[config.mk]
export PLATFORM = sky130hd
export DESIGN_NAME = mdio_slv
export DESIGN_NICKNAME = d
export VERILOG_FILES = /design/src/rtl/mdio_slv_pkg.sv /design/src/rtl/mdio_slv_sync.sv /design/src/rtl/mdio_slv_phyad.sv /design/src/rtl/mdio_slv_fsm.sv /design/src/rtl/mdio_slv.sv
export SDC_FILE = /design/constraint.sdc
export NUM_CORES = 1
export LEC_CHECK = 0
export BUFFER_PORTS_ARGS = -buffer_cell sky130_fd_sc_hd__buf_2
export CAP_MARGIN = 5
export CORE_ASPECT_RATIO = 1.5
export CORE_UTILIZATION = 55
export DETAILED_ROUTE_END_ITERATION = 12
export HOLD_SLACK_MARGIN = 0.03
export PLACE_DENSITY = 0.8
export REMOVE_ABC_BUFFERS = 1
export SYNTH_ARGS = -nofsm -noshare
export SYNTH_HDL_FRONTEND = slang
export SYNTH_SLANG_ARGS = --single-unit
[constraint.sdc]
create_clock -name clk -period 6.7 [get_ports clk]
set_clock_uncertainty 0.05 [all_clocks]
set_input_delay 2.01 -clock clk [delete_from_list [all_inputs] [get_ports clk]]
set_output_delay 2.01 -clock clk [all_outputs]
set_load 0.01 [all_outputs]
[src/rtl/mdio_slv_pkg.sv]
// Shared types for the MDIO management slave.
// Assumes: the frame decoder is the only user of the state encoding.
package mdio_slv_pkg;

    // Decoder position within the management frame.
    typedef enum logic [3:0] {
        S_PRE,    // after reset: counting the initial run of preamble ones
        S_IDLE,   // armed: a 0 begins the start pattern
        S_START,  // second start bit expected to be 1
        S_OP,     // two opcode bits
        S_PHY,    // PHY address bits
        S_REG,    // register address bits
        S_TA,     // two turnaround bits
        S_DATA,   // data bits
        S_GAP     // frame over or aborted: waiting for a 1 bit
    } frame_st_e;

endpackage

[src/rtl/mdio_slv_sync.sv]
// Brings MDC and MDIO into the system clock domain and flags MDC rising edges.
// Assumes: each MDC phase lasts at least STAGES+1 system clocks, and the line
// idles high (pull-up), which is why the stages reset to 1.
module mdio_slv_sync #(
    parameter int STAGES = 2
) (
    input  logic clk,
    input  logic rst_n,
    input  logic mdc,
    input  logic mdio_i,
    output logic bit_rise,
    output logic bit_val
);
    logic [STAGES-1:0] mdc_ff;
    logic [STAGES-1:0] mdio_ff;
    logic              mdc_prev;

    // Shift both pins through the synchroniser chains and keep the last MDC level.
    always_ff @(posedge clk) begin
        if (!rst_n) begin
            mdc_ff   <= '1;
            mdio_ff  <= '1;
            mdc_prev <= 1'b1;
        end else begin
            mdc_ff   <= {mdc_ff[STAGES-2:0], mdc};
            mdio_ff  <= {mdio_ff[STAGES-2:0], mdio_i};
            mdc_prev <= mdc_ff[STAGES-1];
        end
    end

    assign bit_rise = mdc_ff[STAGES-1] & ~mdc_prev;
    assign bit_val  = mdio_ff[STAGES-1];

    // a rising-edge flag never lasts two clocks in a row
    p_rise_single_r4: assert property (@(posedge clk) disable iff (!rst_n)
        bit_rise |=> !bit_rise) else $error("MDC rise flag held for two clocks");

endmodule

[src/rtl/mdio_slv_phyad.sv]
// Holds one PHY address register per port. Each address loads {straps, port
// number} during reset and can later be replaced by a management write.
// Assumes: the write request is a one-clock pulse from the frame decoder.
module mdio_slv_phyad #(
    parameter int NUM_PORTS = 2,
    parameter int PHY_AW    = 5,
    parameter int PORT_W    = 1,
    parameter int STRAP_W   = 4
) (
    input  logic                          clk,
    input  logic                          rst_n,
    input  logic [STRAP_W-1:0]            strap,
    input  logic                          wr,
    input  logic [PORT_W-1:0]             wr_port,
    input  logic [PHY_AW-1:0]             wr_addr,
    output logic [NUM_PORTS*PHY_AW-1:0]   addrs
);
    for (genvar g = 0; g < NUM_PORTS; g++) begin : g_port
        logic [PHY_AW-1:0] a_q;

        // Load straps in reset; take a management write aimed at this port.
        always_ff @(posedge clk) begin
            if (!rst_n) begin
                a_q <= {strap, PORT_W'(g)};
            end else if (wr && (wr_port == PORT_W'(g))) begin
                a_q <= wr_addr;
            end
        end

        assign addrs[g*PHY_AW +: PHY_AW] = a_q;

        // the low address bits equal the port number right after reset
        p_port_bit_r1: assert property (@(posedge clk) disable iff (!rst_n)
            $rose(rst_n) |-> (a_q[PORT_W-1:0] == PORT_W'(g)))
            else $error("port bit of PHY address wrong after reset");
    end

endmodule

[src/rtl/mdio_slv_fsm.sv]
// Frame decoder for the management line. It walks the frame fields on each
// sampled MDC rise, matches the PHY address against every port, issues read
// and write strobes, and drives the turnaround and read data onto MDIO.
// Assumes: bit_rise/bit_val come from the synchroniser; the bank returns
// rb_rdata one clock after rb_re; the address register is served here.
module mdio_slv_fsm
    import mdio_slv_pkg::*;
#(
    parameter int          NUM_PORTS  = 2,
    parameter int          PORT_W     = 1,
    parameter int          PHY_AW     = 5,
    parameter int          REG_AW     = 5,
    parameter int          DATA_W     = 16,
    parameter int          PRE_LEN    = 32,
    parameter int          SUPP_BIT   = 6,
    parameter logic [4:0]  STATUS_REG = 5'h01,
    parameter logic [4:0]  PHYAD_REG  = 5'h19
) (
    input  logic                        clk,
    input  logic                        rst_n,
    input  logic                        bit_rise,
    input  logic                        bit_val,
    input  logic [NUM_PORTS*PHY_AW-1:0] addrs,
    output logic                        mdio_o,
    output logic                        mdio_oe,
    output logic [PORT_W-1:0]           rb_port,
    output logic [REG_AW-1:0]           rb_addr,
    output logic [DATA_W-1:0]           rb_wdata,
    output logic                        rb_we,
    output logic                        rb_re,
    input  logic [DATA_W-1:0]           rb_rdata,
    output logic                        aw_we
);
    localparam int               CNT_MAX   = (PRE_LEN > DATA_W) ? PRE_LEN : DATA_W;
    localparam int               CNT_W     = $clog2(CNT_MAX);
    localparam logic [CNT_W-1:0] PRE_LAST  = CNT_W'(PRE_LEN - 1);
    localparam logic [CNT_W-1:0] PHY_LAST  = CNT_W'(PHY_AW - 1);
    localparam logic [CNT_W-1:0] REG_LAST  = CNT_W'(REG_AW - 1);
    localparam logic [CNT_W-1:0] DATA_LAST = CNT_W'(DATA_W - 1);
    localparam logic [DATA_W-1:0] SUPP_MASK = DATA_W'(1) << SUPP_BIT;

    frame_st_e           state;
    logic [CNT_W-1:0]    cnt;
    logic [DATA_W-1:0]   sh_q;      // incoming field bits
    logic [DATA_W-1:0]   out_sh;    // outgoing read data
    logic                op_rd;     // 1: read frame, 0: write frame
    logic                match_q;
    logic [PORT_W-1:0]   port_q;
    logic [REG_AW-1:0]   reg_q;
    logic                cap_q;     // bank data due this clock
    logic [DATA_W-1:0]   data_now;
    logic [PHY_AW-1:0]   phy_now;
    logic [REG_AW-1:0]   reg_now;
    logic                hit;
    logic [PORT_W-1:0]   hit_port;
    logic                drive;

    assign data_now = {sh_q[DATA_W-2:0], bit_val};
    assign phy_now  = data_now[PHY_AW-1:0];
    assign reg_now  = data_now[REG_AW-1:0];
    assign drive    = match_q && op_rd;

    // Compare the arriving PHY address with every port; the lowest port wins.
    always_comb begin
        hit      = 1'b0;
        hit_port = '0;
        for (int i = NUM_PORTS - 1; i >= 0; i--) begin
            if (addrs[i*PHY_AW +: PHY_AW] == phy_now) begin
                hit      = 1'b1;
                hit_port = PORT_W'(i);
            end
        end
    end

    // Step through the frame fields on each sampled MDC rise; strobes last one clock.
    always_ff @(posedge clk) begin
        if (!rst_n) begin
            state    <= S_PRE;
            cnt      <= '0;
            sh_q     <= '0;
            out_sh   <= '0;
            op_rd    <= 1'b0;
            match_q  <= 1'b0;
            port_q   <= '0;
            reg_q    <= '0;
            cap_q    <= 1'b0;
            mdio_oe  <= 1'b0;
            mdio_o   <= 1'b1;
            rb_re    <= 1'b0;
            rb_we    <= 1'b0;
            aw_we    <= 1'b0;
            rb_wdata <= '0;
        end else begin
            rb_re <= 1'b0;
            rb_we <= 1'b0;
            aw_we <= 1'b0;
            cap_q <= rb_re;
            if (cap_q) begin
                out_sh <= rb_rdata | ((reg_q == STATUS_REG) ? SUPP_MASK : '0);
            end
            if (bit_rise) begin
                case (state)
                    S_PRE: begin
                        if (!bit_val) begin
                            cnt <= '0;
                        end else if (cnt == PRE_LAST) begin
                            cnt   <= '0;
                            state <= S_IDLE;
                        end else begin
                            cnt <= cnt + 1'b1;
                        end
                    end
                    S_IDLE: begin
                        if (!bit_val) state <= S_START;
                    end
                    S_START: begin
                        cnt   <= '0;
                        state <= bit_val ? S_OP : S_GAP;
                    end
                    S_OP: begin
                        if (cnt == '0) begin
                            op_rd <= bit_val;
                            cnt   <= cnt + 1'b1;
                        end else begin
                            cnt   <= '0;
                            state <= (op_rd != bit_val) ? S_PHY : S_GAP;
                        end
                    end
                    S_PHY: begin
                        sh_q <= data_now;
                        if (cnt == PHY_LAST) begin
                            match_q <= hit;
                            port_q  <= hit_port;
                            cnt     <= '0;
                            state   <= S_REG;
                        end else begin
                            cnt <= cnt + 1'b1;
                        end
                    end
                    S_REG: begin
                        sh_q <= data_now;
                        if (cnt == REG_LAST) begin
                            reg_q <= reg_now;
                            cnt   <= '0;
                            state <= S_TA;
                            if (drive) begin
                                if (reg_now == PHYAD_REG) begin
                                    out_sh <= {{(DATA_W-PHY_AW){1'b0}},
                                               addrs[port_q*PHY_AW +: PHY_AW]};
                                end else begin
                                    rb_re <= 1'b1;
                                end
                            end
                        end else begin
                            cnt <= cnt + 1'b1;
                        end
                    end
                    S_TA: begin
                        if (cnt == '0) begin
                            cnt <= cnt + 1'b1;
                            if (drive) begin
                                mdio_oe <= 1'b1;
                                mdio_o  <= 1'b0;
                            end
                        end else begin
                            cnt   <= '0;
                            state <= S_DATA;
                            if (drive) begin
                                mdio_o <= out_sh[DATA_W-1];
                                out_sh <= out_sh << 1;
                            end
                        end
                    end
                    S_DATA: begin
                        sh_q <= data_now;
                        if (cnt == DATA_LAST) begin
                            cnt     <= '0;
                            state   <= S_GAP;
                            mdio_oe <= 1'b0;
                            mdio_o  <= 1'b1;
                            if (match_q && !op_rd) begin
                                rb_wdata <= data_now;
                                if (reg_q == PHYAD_REG) aw_we <= 1'b1;
                                else                    rb_we <= 1'b1;
                            end
                        end else begin
                            cnt <= cnt + 1'b1;
                            if (drive) begin
                                mdio_o <= out_sh[DATA_W-1];
                                out_sh <= out_sh << 1;
                            end
                        end
                    end
                    S_GAP: begin
                        if (bit_val) state <= S_IDLE;
                    end
                    default: state <= S_PRE;
                endcase
            end
        end
    end

    assign rb_port = port_q;
    assign rb_addr = reg_q;

    // until the preamble completes, the decoder can only stay or become armed
    p_pre_gate_r2: assert property (@(posedge clk) disable iff (!rst_n)
        (state == S_PRE) |=> (state == S_PRE || state == S_IDLE))
        else $error("frame decoding began before preamble");
    // write strobe is one clock wide and appears only after the data field
    p_we_pulse_r5: assert property (@(posedge clk) disable iff (!rst_n)
        rb_we |=> !rb_we) else $error("write strobe wider than one clock");
    p_we_after_data_r5: assert property (@(posedge clk) disable iff (!rst_n)
        rb_we |-> (state == S_GAP)) else $error("write strobe before frame end");
    // read strobe falls inside the turnaround and never with a write
    p_re_in_ta_r6: assert property (@(posedge clk) disable iff (!rst_n)
        rb_re |-> (state == S_TA && !rb_we)) else $error("read strobe misplaced");
    // the line is driven only during turnaround and data, and low in turnaround
    p_oe_window_r7: assert property (@(posedge clk) disable iff (!rst_n)
        mdio_oe |-> (state == S_TA || state == S_DATA))
        else $error("MDIO driven outside a read response");
    p_ta_low_r7: assert property (@(posedge clk) disable iff (!rst_n)
        (mdio_oe && state == S_TA) |-> !mdio_o)
        else $error("turnaround bit not driven low");
    // address register writes never reach the bank
    p_phyad_local_r9: assert property (@(posedge clk) disable iff (!rst_n)
        aw_we |-> !rb_we) else $error("address write leaked to bank");

endmodule

[src/rtl/mdio_slv.sv]
// Top of the MDIO management slave for a pair of PHY ports on one line.
// Assumes: clk is fast enough that each MDC phase spans at least three
// clocks (2.5 MHz MDC against a clock of tens of MHz or more).
module mdio_slv #(
    parameter int NUM_PORTS   = 2,
    parameter int PHY_AW      = 5,
    parameter int REG_AW      = 5,
    parameter int DATA_W      = 16,
    parameter int PRE_LEN     = 32,
    parameter int SYNC_STAGES = 2,
    parameter int PORT_W      = (NUM_PORTS > 1) ? $clog2(NUM_PORTS) : 1,
    parameter int STRAP_W     = PHY_AW - PORT_W
) (
    input  logic               clk,
    input  logic               rst_n,
    input  logic               mdc,
    input  logic               mdio_i,
    output logic               mdio_o,
    output logic               mdio_oe,
    input  logic [STRAP_W-1:0] strap_addr,
    output logic [PORT_W-1:0]  rb_port,
    output logic [REG_AW-1:0]  rb_addr,
    output logic [DATA_W-1:0]  rb_wdata,
    output logic               rb_we,
    output logic               rb_re,
    input  logic [DATA_W-1:0]  rb_rdata
);
    logic                        bit_rise;
    logic                        bit_val;
    logic                        aw_we;
    logic [NUM_PORTS*PHY_AW-1:0] addrs;

    mdio_slv_sync #(.STAGES(SYNC_STAGES)) u_sync (
        .clk      (clk),
        .rst_n    (rst_n),
        .mdc      (mdc),
        .mdio_i   (mdio_i),
        .bit_rise (bit_rise),
        .bit_val  (bit_val)
    );

    mdio_slv_phyad #(
        .NUM_PORTS (NUM_PORTS),
        .PHY_AW    (PHY_AW),
        .PORT_W    (PORT_W),
        .STRAP_W   (STRAP_W)
    ) u_phyad (
        .clk     (clk),
        .rst_n   (rst_n),
        .strap   (strap_addr),
        .wr      (aw_we),
        .wr_port (rb_port),
        .wr_addr (rb_wdata[PHY_AW-1:0]),
        .addrs   (addrs)
    );

    mdio_slv_fsm #(
        .NUM_PORTS (NUM_PORTS),
        .PORT_W    (PORT_W),
        .PHY_AW    (PHY_AW),
        .REG_AW    (REG_AW),
        .DATA_W    (DATA_W),
        .PRE_LEN   (PRE_LEN)
    ) u_fsm (
        .clk      (clk),
        .rst_n    (rst_n),
        .bit_rise (bit_rise),
        .bit_val  (bit_val),
        .addrs    (addrs),
        .mdio_o   (mdio_o),
        .mdio_oe  (mdio_oe),
        .rb_port  (rb_port),
        .rb_addr  (rb_addr),
        .rb_wdata (rb_wdata),
        .rb_we    (rb_we),
        .rb_re    (rb_re),
        .rb_rdata (rb_rdata),
        .aw_we    (aw_we)
    );

endmodule

==> reports/qor.csv, run 1 <==
stage,metric,value,unit
worst_setup_path,r2r worst-path depth,5,
worst_setup_path,crit-path cells,buf_2,
layout,Register Area,0.00178,mm^2
global_routing,first-pass GRT wire length,13600,um
clocking,Clock Latency Late Sink,0.37,ns
timing,Tcrit/Tclk final,0.490,
run_status,status,finished clean,
timing,unrepaired setup endpoints after global routing,false,
synth,Cell variety after synth,63,
timing,"Hold Vio Cnt, Final",0,
pwr,overall power,0.912,mW
clocking,root buf cell,clkbuf_8,
floorplan,DIE AREA,0.00786,mm^2
place,# port buffers,49,
layout,"commonest cells after routing, fill and taps aside","77 x dfxtp_1, 62 x nor2_1, 58 x mux2i_1",
synth,main flop type after synthesis,dfxtp_1,
synth,"Cell Area, Synth",0.00413,mm^2
worst_setup_path,Worst Path Required,4.64,ns
place,post-DP HPWL,5790,um
pwr,PD cells,205,mW/mm^2
worst_hold_path,worst hold endpoint,u_sync.mdio_ff[1]$_SDFF_PN1_,
pwr,maximum vdd ir drop,174,uV
timing,Final min period,3.28,ns
synth,Post-synth EDFFs,8,
layout,"most common cell after layout, fill and taps aside",dfxtp_1,
clocking,clk sink count,85,
timing,Final TNS setup,0,ns
clocking,"CTS clk-pin slew, worst paths",0.09,ns
worst_setup_path,WP buf/inv,1,
global_routing,vias in the first global route,2942,
global_routing,grt ovf,0,
routing,vias per cell,5.56,
worst_setup_path,CP max-delay cell,dfxtp_1,
worst_setup_path,worst setup path class,reg -> out,
routing,post-route DRC violation count,0,
clocking,CTS Buf Count,9,
timing,max-slew violations,0,
layout,share of layout cells above drive strength 1,0.169,
floorplan,core area,0.00723,mm^2
synth,register bit count reported by yosys,85,
layout,fillers,639,
routing,Pre-Repair DR Iteration Count,4,
worst_setup_path,worst-path maximum fanout,12,
worst_setup_path,end of the worst register-to-register path,u_fsm.rb_wdata[5]$_SDFFE_PN0P_,
clocking,Post-CTS Setup Bufs,0,
global_routing,initial antenna violation count,0,
worst_setup_path,CP max stage delay,0.63,ns
synth,Synthesis Warnings,0,
floorplan,row count,38,
clocking,cts-stage hold buffer count,0,
floorplan,I/O pin total,50,
clocking,htree depth,3,
synth,Synth Instances,421,
worst_setup_path,endpoint class of the critical path,output pin,
routing,Antenna Nets Post-Route,0,
floorplan,Starting Density,0.571,
layout,"Net count, final",481,
timing,Rel. slew slack,0.346,
layout,ant diodes,0,
worst_setup_path,launch point of the critical path,u_fsm.rb_port$_SDFFE_PN0P_,
pwr,Leak,1.92,nW
synth,share of synthesized flip-flops with an asynchronous set or reset,0,
clocking,clk buf depth,2,
worst_setup_path,CP arrival,1.22,ns
timing,final setup fails,0,
layout,multi-input logic area,0.00208,mm^2
floorplan,Die Ht,108,um
routing,Routed WL per cell,14.8,um
flow_run,max-cap violations,0,
clocking,CTS tree,yes,
worst_setup_path,Crit Reg-Reg Startpoint,u_fsm.state[2]$_SDFFE_PN0P_,
routing,WL final,8220,um
worst_hold_path,HP Class,reg -> reg,
timing,Max Clock Freq,0.304,GHz
routing,via count,3089,
floorplan,die width,72.7,um
layout,"Area growth, synth to finish",7.73,%
worst_hold_path,hold-critical path depth,1,
worst_setup_path,Top delay family on crit path,flip-flops,
place,routability cong.,0.809,
worst_hold_path,hold_sp,u_sync.mdio_ff[0]$_SDFF_PN1_,
global_routing,All-Layer GR Usage,0.226,
synth,Syn Area/Cell,9.81,um^2
worst_setup_path,worst reg2reg setup slack,3.99,ns
timing,Worst Tran Pin Value,0.981,ns
worst_setup_path,Startpoint Class,register,
global_routing,largest net degree at the start of global routing,56,
routing,drt initial violations,219,
clocking,CTS-repair resized insts,0,
synth,sequential fraction of the synthesis area,0.432,
[report_power, final]
part	switching, mW	internal [mW]
clock network	0.175	0.182
logic	0.0198	0.0139
registers	0.00470	0.518
[logic make-up after synthesis]
family	after synthesis	synth area share
AOI/OAI and AO/OA	69	0.119
xor gates and xnor gates	12	0.0255
adders and majority gates	5	0.0152
buffers and inverters	37	0.0658
DFF	85	0.432
muxes	58	0.141
and+or+nand+nor	155	0.203
[worst max path at each step]
stage / to / slack (ns) / cells past startpoint
after floorplan: u_fsm.out_sh[6]$_SDFF_PN0_ / 3.77 / 3
after global placement: u_fsm.out_sh[6]$_SDFF_PN0_ / 3.19 / 4
after detailed placement: u_fsm.out_sh[6]$_SDFF_PN0_ / 3.14 / 4
after CTS: rb_port / 3.39 / 1
after global routing: rb_port / 3.36 / 1
final: rb_port / 3.42 / 1
[per-layer routing]
metal	track usage	share of wire
met5	0	0
met4	0.0896	0.018
met3	0.0652	0.044
met2	0.399	0.52
met1	0.250	0.42
[cell usage after synthesis (all sizes together), types with 2 or more instances]
master   instances  share of area
o2bb2ai         15          0.032
nor2b            5         0.0076
or4              4         0.0073
and2b            2         0.0039
or3              2         0.0042
nand4            2         0.0030
xnor2            7          0.015
buf             12          0.026
o21a             4         0.0073
xor2             5          0.011
nand2           18          0.016
nor3b            4         0.0073
o211ai           3         0.0067
or4b             3         0.0073
bufbuf           2          0.016
ha               5          0.015
edfxtp           8          0.058
nand2b          13          0.022
o31ai            3         0.0055
nor2            62          0.056
a31oi            5         0.0076
and2             3         0.0052
nand3           12          0.015
nand3b           3         0.0055
mux2i           58           0.14
nand4b           3         0.0064
nor3             5         0.0061
clkbuf          15          0.016
dfxtp           77           0.37
o21ai            7         0.0085
a21o             8          0.015
inv              8         0.0073
nor4b            3         0.0064
and3             4         0.0067
a21oi           15          0.018
o22ai            2         0.0030
nand4bb          2         0.0055
[through the flow]
| step | instance area, um^2 | std cells | utilization | hold WS (ns) | setup slack [ns] |
|---|---|---|---|---|---|
| 2_1_floorplan | 3890 | 392 | - | 0.336 | 3.77 |
| 3_3_place_gp | 4260 | 541 | 0.589 | 0.343 | 3.19 |
| 3_5_place_dp | 4260 | 541 | 0.589 | 0.346 | 3.14 |
| 4_1_cts | 4450 | 556 | 0.615 | 0.362 | 3.39 |
| 5_1_grt | 4450 | 556 | 0.615 | 0.384 | 3.36 |
| 6_report | 4450 | 556 | 0.615 | 0.355 | 3.42 |
[flip-flops by register name, indices dropped and copies added (netlist names), 2 cells and up]
signal              flops
u_sync.mdc_ff           2
u_fsm.rb_addr           5
u_fsm.state             4
u_fsm.out_sh           16
u_phyad.g_port.a_q     10
u_fsm.cnt               5
u_fsm.rb_wdata         16
u_fsm.sh_q             15
u_sync.mdio_ff          2
[cell type report]
cell class / instances / share of cell area
clock inverters: 3 / 0.0101
inverters: 8 / 0.00675
flip-flops and latches: 85 / 0.401
multi-input cells: 299 / 0.467
clock buffers: 12 / 0.0326
repair buffers: 49 / 0.0551
well taps: 100 / 0.0281
Power figures use the tool's default switching activity.
==> run 2: changes to the inputs <==
--- a/config.mk
+++ b/config.mk
@@ -8,10 +8,10 @@
 export BUFFER_PORTS_ARGS = -buffer_cell sky130_fd_sc_hd__buf_2
 export CAP_MARGIN = 5
 export CORE_ASPECT_RATIO = 1.5
-export CORE_UTILIZATION = 55
+export CORE_UTILIZATION = 52
 export DETAILED_ROUTE_END_ITERATION = 12
 export HOLD_SLACK_MARGIN = 0.03
-export PLACE_DENSITY = 0.8
+export PLACE_DENSITY = 0.79
 export REMOVE_ABC_BUFFERS = 1
 export SYNTH_ARGS = -nofsm -noshare
 export SYNTH_HDL_FRONTEND = slang
==> constraint.sdc (replaced) <==
create_clock -name clk -period 2.8 [get_ports clk]
set_clock_uncertainty 0.05 [all_clocks]
set_input_delay 0.84 -clock clk [delete_from_list [all_inputs] [get_ports clk]]
set_output_delay 0.84 -clock clk [all_outputs]
set_load 0.01 [all_outputs]
==> reports/qor.csv, run 2 (same netlist as run 1, synthesis figures left out) <==
stage,metric,value,unit
routing,Pre-Repair DR Iteration Count,4,
pwr,overall power,2.51,mW
global_routing,All-Layer GR Usage,0.222,
global_routing,vias in the first global route,3058,
routing,Routed WL per cell,15.0,um
clocking,clk buf depth,2,
clocking,CTS Buf Count,9,
place,dpl cells,553,
timing,final setup fails,0,
run_status,status,finished clean,
worst_setup_path,WP depth,7,
clocking,Post-CTS Setup Bufs,0,
global_routing,largest net degree at the start of global routing,30,
worst_setup_path,Setup crit end,u_fsm.state[3]$_SDFFE_PN0P_,
layout,"commonest cells after routing, fill and taps aside","77 x dfxtp_1, 62 x nor2_1, 58 x mux2i_1",
timing,hold_ws,0.352,ns
worst_setup_path,launch point of the critical path,u_fsm.cnt[0]$_SDFFE_PN0P_,
floorplan,Die Ht,111,um
worst_setup_path,Crit Reg-Reg Startpoint,u_fsm.cnt[0]$_SDFFE_PN0P_,
clocking,root buf cell,clkbuf_16,
place,# port buffers,49,
clocking,cts-stage hold buffer count,0,
worst_setup_path,Worst Path Required,3.02,ns
clocking,CTS-repair resized insts,0,
global_routing,grt ovf,0,
worst_setup_path,CP max-delay cell,or4b_2,
clocking,htree depth,3,
worst_setup_path,WP buf/inv,0,
floorplan,row count,39,
floorplan,die width,74.8,um
clocking,"CTS clk-pin slew, worst paths",0.06,ns
layout,largest registers,"u_fsm.out_sh (16), u_fsm.rb_wdata (16), u_fsm.sh_q (15)",
worst_setup_path,CP arrival,2.68,ns
floorplan,Starting Density,0.539,
flow_run,max-cap violations,0,
routing,vias per cell,5.61,
pwr,PD cells,542,mW/mm^2
layout,Util after Layout,0.604,
layout,"Area growth, synth to finish",12.1,%
timing,Worst Tran Pin Value,0.900,ns
floorplan,core area,0.00766,mm^2
timing,"Hold Vio Cnt, Final",0,
worst_setup_path,crit-path cells,ha_1 -> and3_2 -> ha_1 -> a2bb2oi_1 -> nand3b_1 -> or4b_2 -> a21oi_1,
timing,Max Clock Freq,0.405,GHz
pwr,Leak,2.01,nW
routing,post-route DRC violation count,0,
timing,Final min period,2.47,ns
routing,WL final,8530,um
place,routability cong.,0.915,
clocking,CTS tree,yes,
routing,drt initial violations,197,
worst_setup_path,Top delay family on crit path,simple AND/OR/NAND/NOR gates,
layout,non-filler cells in the finished layout,569,
timing,Tcrit/Tclk final,0.881,
clocking,Clock Latency Late Sink,0.34,ns
timing,max-slew violations,0,
worst_setup_path,worst-path maximum fanout,7,
worst_setup_path,worst reg2reg setup slack,0.33,ns
routing,via count,3190,
floorplan,I/O pin total,50,
layout,ant diodes,0,
worst_setup_path,r2r worst-path depth,7,
worst_setup_path,end of the worst register-to-register path,u_fsm.state[3]$_SDFFE_PN0P_,
layout,share of layout cells above drive strength 1,0.191,
pwr,maximum vdd ir drop,407,uV
timing,unrepaired setup endpoints after global routing,false,
timing,Final TNS setup,0,ns
clocking,clk sink count,85,
layout,fillers,657,
routing,Antenna Nets Post-Route,0,
worst_setup_path,endpoint class of the critical path,register,
worst_hold_path,HP Class,reg -> reg,
floorplan,DIE AREA,0.00831,mm^2
worst_setup_path,worst setup path class,reg -> reg,
worst_setup_path,crit-path most repeated cell,ha_1,
worst_setup_path,CP max stage delay,0.64,ns
global_routing,initial antenna violation count,0,
worst_setup_path,Startpoint Class,register,
place,post-DP HPWL,6030,um
timing,Rel. slew slack,0.399,
layout,"Net count, final",491,
layout,"most common cell after layout, fill and taps aside",dfxtp_1,
global_routing,first-pass GRT wire length,14200,um
## run 2: changes by cell type in the layout (fill, tap and decap cells not counted), moves of 2 or more
cell        previous run  this run
clkinv_2               0         2
clkbuf_8              10         0
clkinvlp_4             0         2
clkbuf_16              0         9
buf_4                  0        10
## run 2: report_power, final
| part | total [mW] | switching [mW] | internal, mW | leakage [nW] |
|---|---|---|---|---|
| clock | 1.17 | 0.480 | 0.691 | 0.139 |
| sequential | 1.25 | 0.00905 | 1.24 | 0.703 |
| combinational | 0.0889 | 0.0517 | 0.0372 | 1.17 |
| total | 2.51 | 0.541 | 1.97 | 2.01 |
## run 2: how the worst min path moves through the flow
stage	from	end	slack, ns	cells past startpoint
2_1_floorplan	u_sync.mdc_ff[0]$_SDFF_PN1_	u_sync.mdc_ff[1]$_SDFF_PN1_	0.34	1
3_3_place_gp	u_sync.mdc_ff[0]$_SDFF_PN1_	u_sync.mdc_ff[1]$_SDFF_PN1_	0.34	1
3_5_place_dp	u_sync.mdc_ff[0]$_SDFF_PN1_	u_sync.mdc_ff[1]$_SDFF_PN1_	0.34	1
4_1_cts	u_sync.mdc_ff[0]$_SDFF_PN1_	u_sync.mdc_ff[1]$_SDFF_PN1_	0.36	1
5_1_grt	u_sync.mdc_ff[0]$_SDFF_PN1_	u_sync.mdc_ff[1]$_SDFF_PN1_	0.37	1
6_report	u_sync.mdc_ff[0]$_SDFF_PN1_	u_sync.mdc_ff[1]$_SDFF_PN1_	0.35	1
## run 2: routing by layer
layer  GRT usage  share of wire  vias up  wire length (um)
li1            -              -     1577                 -
met1       0.257           0.41     1503              3530
met2       0.369           0.51       90              4350
met3      0.0655          0.052       20               444
met4      0.0969          0.025        0               210
met5           0              0        -                 0
## run 2: worst reg2reg max path: stages (launching register included)
cell and delay (ns):
dfxtp_1 0.38, ha_1 0.20, and3_2 0.22, ha_1 0.24, a2bb2oi_1 0.32, nand3b_1 0.22
or4b_2 0.64, a21oi_1 0.14
## run 2: per-stage QoR
| stage | cell area [um^2] | setup WS, ns |
|---|---|---|
| finish | 4630 | 0.333 |
| global route | 4630 | 0.149 |
| CTS | 4630 | 0.331 |
| detailed placement | 4340 | 0.363 |
| global placement | 4340 | 0.456 |
| floorplan | 3890 | 0.492 |
## run 2: final cells by class
class	count	area, um^2	area share
repair buffers	59	320	0.0692
clock buffers	10	229	0.0495
well taps	102	128	0.0276
flip-flops and latches	85	1780	0.385
clock inverters	6	63.8	0.0138
inverters	8	30.0	0.00649
multi-input cells	299	2080	0.448
==> run 3: changes to the inputs <==
==> constraint.sdc (replaced) <==
create_clock -name clk -period 2.8 [get_ports clk]
set_clock_uncertainty 0.05 [all_clocks]
set_input_delay 0.84 -clock clk [delete_from_list [all_inputs] [get_ports clk]]
set_output_delay 0.84 -clock clk [all_outputs]
set_load 0.05 [all_outputs]
==> reports/qor.csv, run 3 (same netlist as run 1, synthesis figures left out) <==
stage,metric,value,unit
run_status,status,finished clean,
routing,Antenna Nets Post-Route,0,
clocking,htree depth,3,
place,# port buffers,49,
flow_run,max-cap violations,0,
routing,WL final,8390,um
worst_setup_path,crit-path most repeated cell,ha_1,
clocking,Clock Latency Late Sink,0.34,ns
clocking,"CTS clk-pin slew, worst paths",0.06,ns
layout,fillers,672,
routing,drt initial violations,219,
pwr,Comb power frac,0.036,
floorplan,DIE AREA,0.00831,mm^2
pwr,NetSw,0.530,mW
timing,"Hold Vio Cnt, Final",0,
floorplan,core area,0.00766,mm^2
worst_setup_path,WP buf/inv,0,
timing,unrepaired setup endpoints after global routing,false,
layout,"Area growth, synth to finish",11.9,%
pwr,overall power,2.43,mW
global_routing,largest net degree at the start of global routing,30,
layout,ant diodes,0,
clocking,Post-CTS Setup Bufs,0,
layout,"Net count, final",492,
clocking,CTS-repair resized insts,0,
global_routing,initial antenna violation count,0,
routing,via count,3149,
timing,Rel. slew slack,0.398,
timing,final setup fails,0,
floorplan,row count,39,
place,post-DP HPWL,5950,um
floorplan,Die Ht,111,um
global_routing,vias in the first global route,3109,
pwr,switching part of the total power,0.218,
routing,post-route DRC violation count,0,
clocking,cts-stage hold buffer count,0,
layout,largest registers,"u_fsm.out_sh (16), u_fsm.rb_wdata (16), u_fsm.sh_q (15)",
timing,Final min period,2.49,ns
global_routing,grt ovf,0,
pwr,maximum vdd ir drop,482,uV
worst_setup_path,Startpoint Class,register,
clocking,root buf cell,clkbuf_16,
floorplan,Starting Density,0.539,
worst_setup_path,endpoint class of the critical path,register,
timing,Max Clock Freq,0.402,GHz
layout,share of layout cells above drive strength 1,0.192,
pwr,Sequential Power Share,0.513,
timing,Worst Tran Pin Value,0.901,ns
layout,Util after Layout,0.603,
clocking,clk buf depth,2,
timing,hold_ws,0.353,ns
global_routing,All-Layer GR Usage,0.220,
clocking,CTS tree,yes,
worst_setup_path,Top delay family on crit path,simple AND/OR/NAND/NOR gates,
worst_setup_path,CP max stage delay,0.65,ns
clocking,CTS Buf Count,9,
pwr,clock share of power,0.450,
worst_setup_path,CP arrival,2.70,ns
worst_setup_path,worst setup path class,reg -> reg,
routing,Pre-Repair DR Iteration Count,4,
worst_setup_path,Worst Path Required,3.01,ns
place,routability cong.,0.918,
floorplan,I/O pin total,50,
global_routing,first-pass GRT wire length,14100,um
pwr,Leak,2.01,nW
timing,Tcrit/Tclk final,0.888,
timing,max-slew violations,0,
layout,"most common cell after layout, fill and taps aside",dfxtp_1,
worst_setup_path,crit-path cells,ha_1 -> and3_2 -> ha_1 -> a2bb2oi_1 -> nand3b_1 -> or4b_2 -> a21oi_1,
worst_hold_path,HP Class,reg -> reg,
pwr,PD cells,527,mW/mm^2
floorplan,die width,74.8,um
layout,"commonest cells after routing, fill and taps aside","77 x dfxtp_1, 62 x nor2_1, 58 x mux2i_1",
layout,Finished Cell Area,0.00462,mm^2
place,Post-Place Cell Area,0.00434,mm^2
routing,vias per cell,5.52,
clocking,clk sink count,85,
worst_setup_path,worst-path maximum fanout,7,
routing,Routed WL per cell,14.7,um
pwr,internal power,1.90,mW
worst_setup_path,CP max-delay cell,or4b_2,
timing,Final TNS setup,0,ns
## run 3: cell type report
cell class	count	area (um^2)	share of cell area
inverters	8	30.0	0.00650
flip-flops and latches	85	1780	0.386
repair buffers	60	328	0.0709
clock inverters	5	35.0	0.00758
clock buffers	11	243	0.0525
multi-input cells	299	2080	0.449
well taps	102	128	0.0276
## run 3: path summary, 6_finish.rpt
check | startpoint | slack, ns | end | cells after the start
setup / recovery | u_fsm.cnt[0]$_SDFFE_PN0P_ | 0.31 | u_fsm.state[3]$_SDFFE_PN0P_ | 7
hold / removal | u_sync.mdc_ff[0]$_SDFF_PN1_ | 0.35 | u_sync.mdc_ff[1]$_SDFF_PN1_ | 1
setup reg to reg | u_fsm.cnt[0]$_SDFFE_PN0P_ | 0.31 | u_fsm.state[3]$_SDFFE_PN0P_ | 7
hold reg to reg | u_sync.mdc_ff[0]$_SDFF_PN1_ | 0.35 | u_sync.mdc_ff[1]$_SDFF_PN1_ | 1
## run 3: power groups by stage
stage / Combinational, mW / Sequential [mW] / Clock, mW
floorplan: 0.0466 / 1.27 / 0
global placement: 0.0857 / 1.27 / 0
detailed placement: 0.0876 / 1.28 / 0
CTS: 0.0882 / 1.25 / 1.12
global route: 0.0982 / 1.25 / 1.17
finish: 0.0883 / 1.25 / 1.10
## run 3: routing by layer
metal	GRT usage	part of all wire	vias up
met5	0	0	-
met4	0.101	0.0098	0
met3	0.0473	0.037	8
met2	0.371	0.52	65
met1	0.257	0.44	1500
li1	-	-	1576
## run 3: metrics by stage
step	worst slack, ns	instances
after floorplan	0.492	392
after global placement	0.456	554
after detailed placement	0.359	554
after CTS	0.319	570
after global routing	0.150	570
final	0.315	570
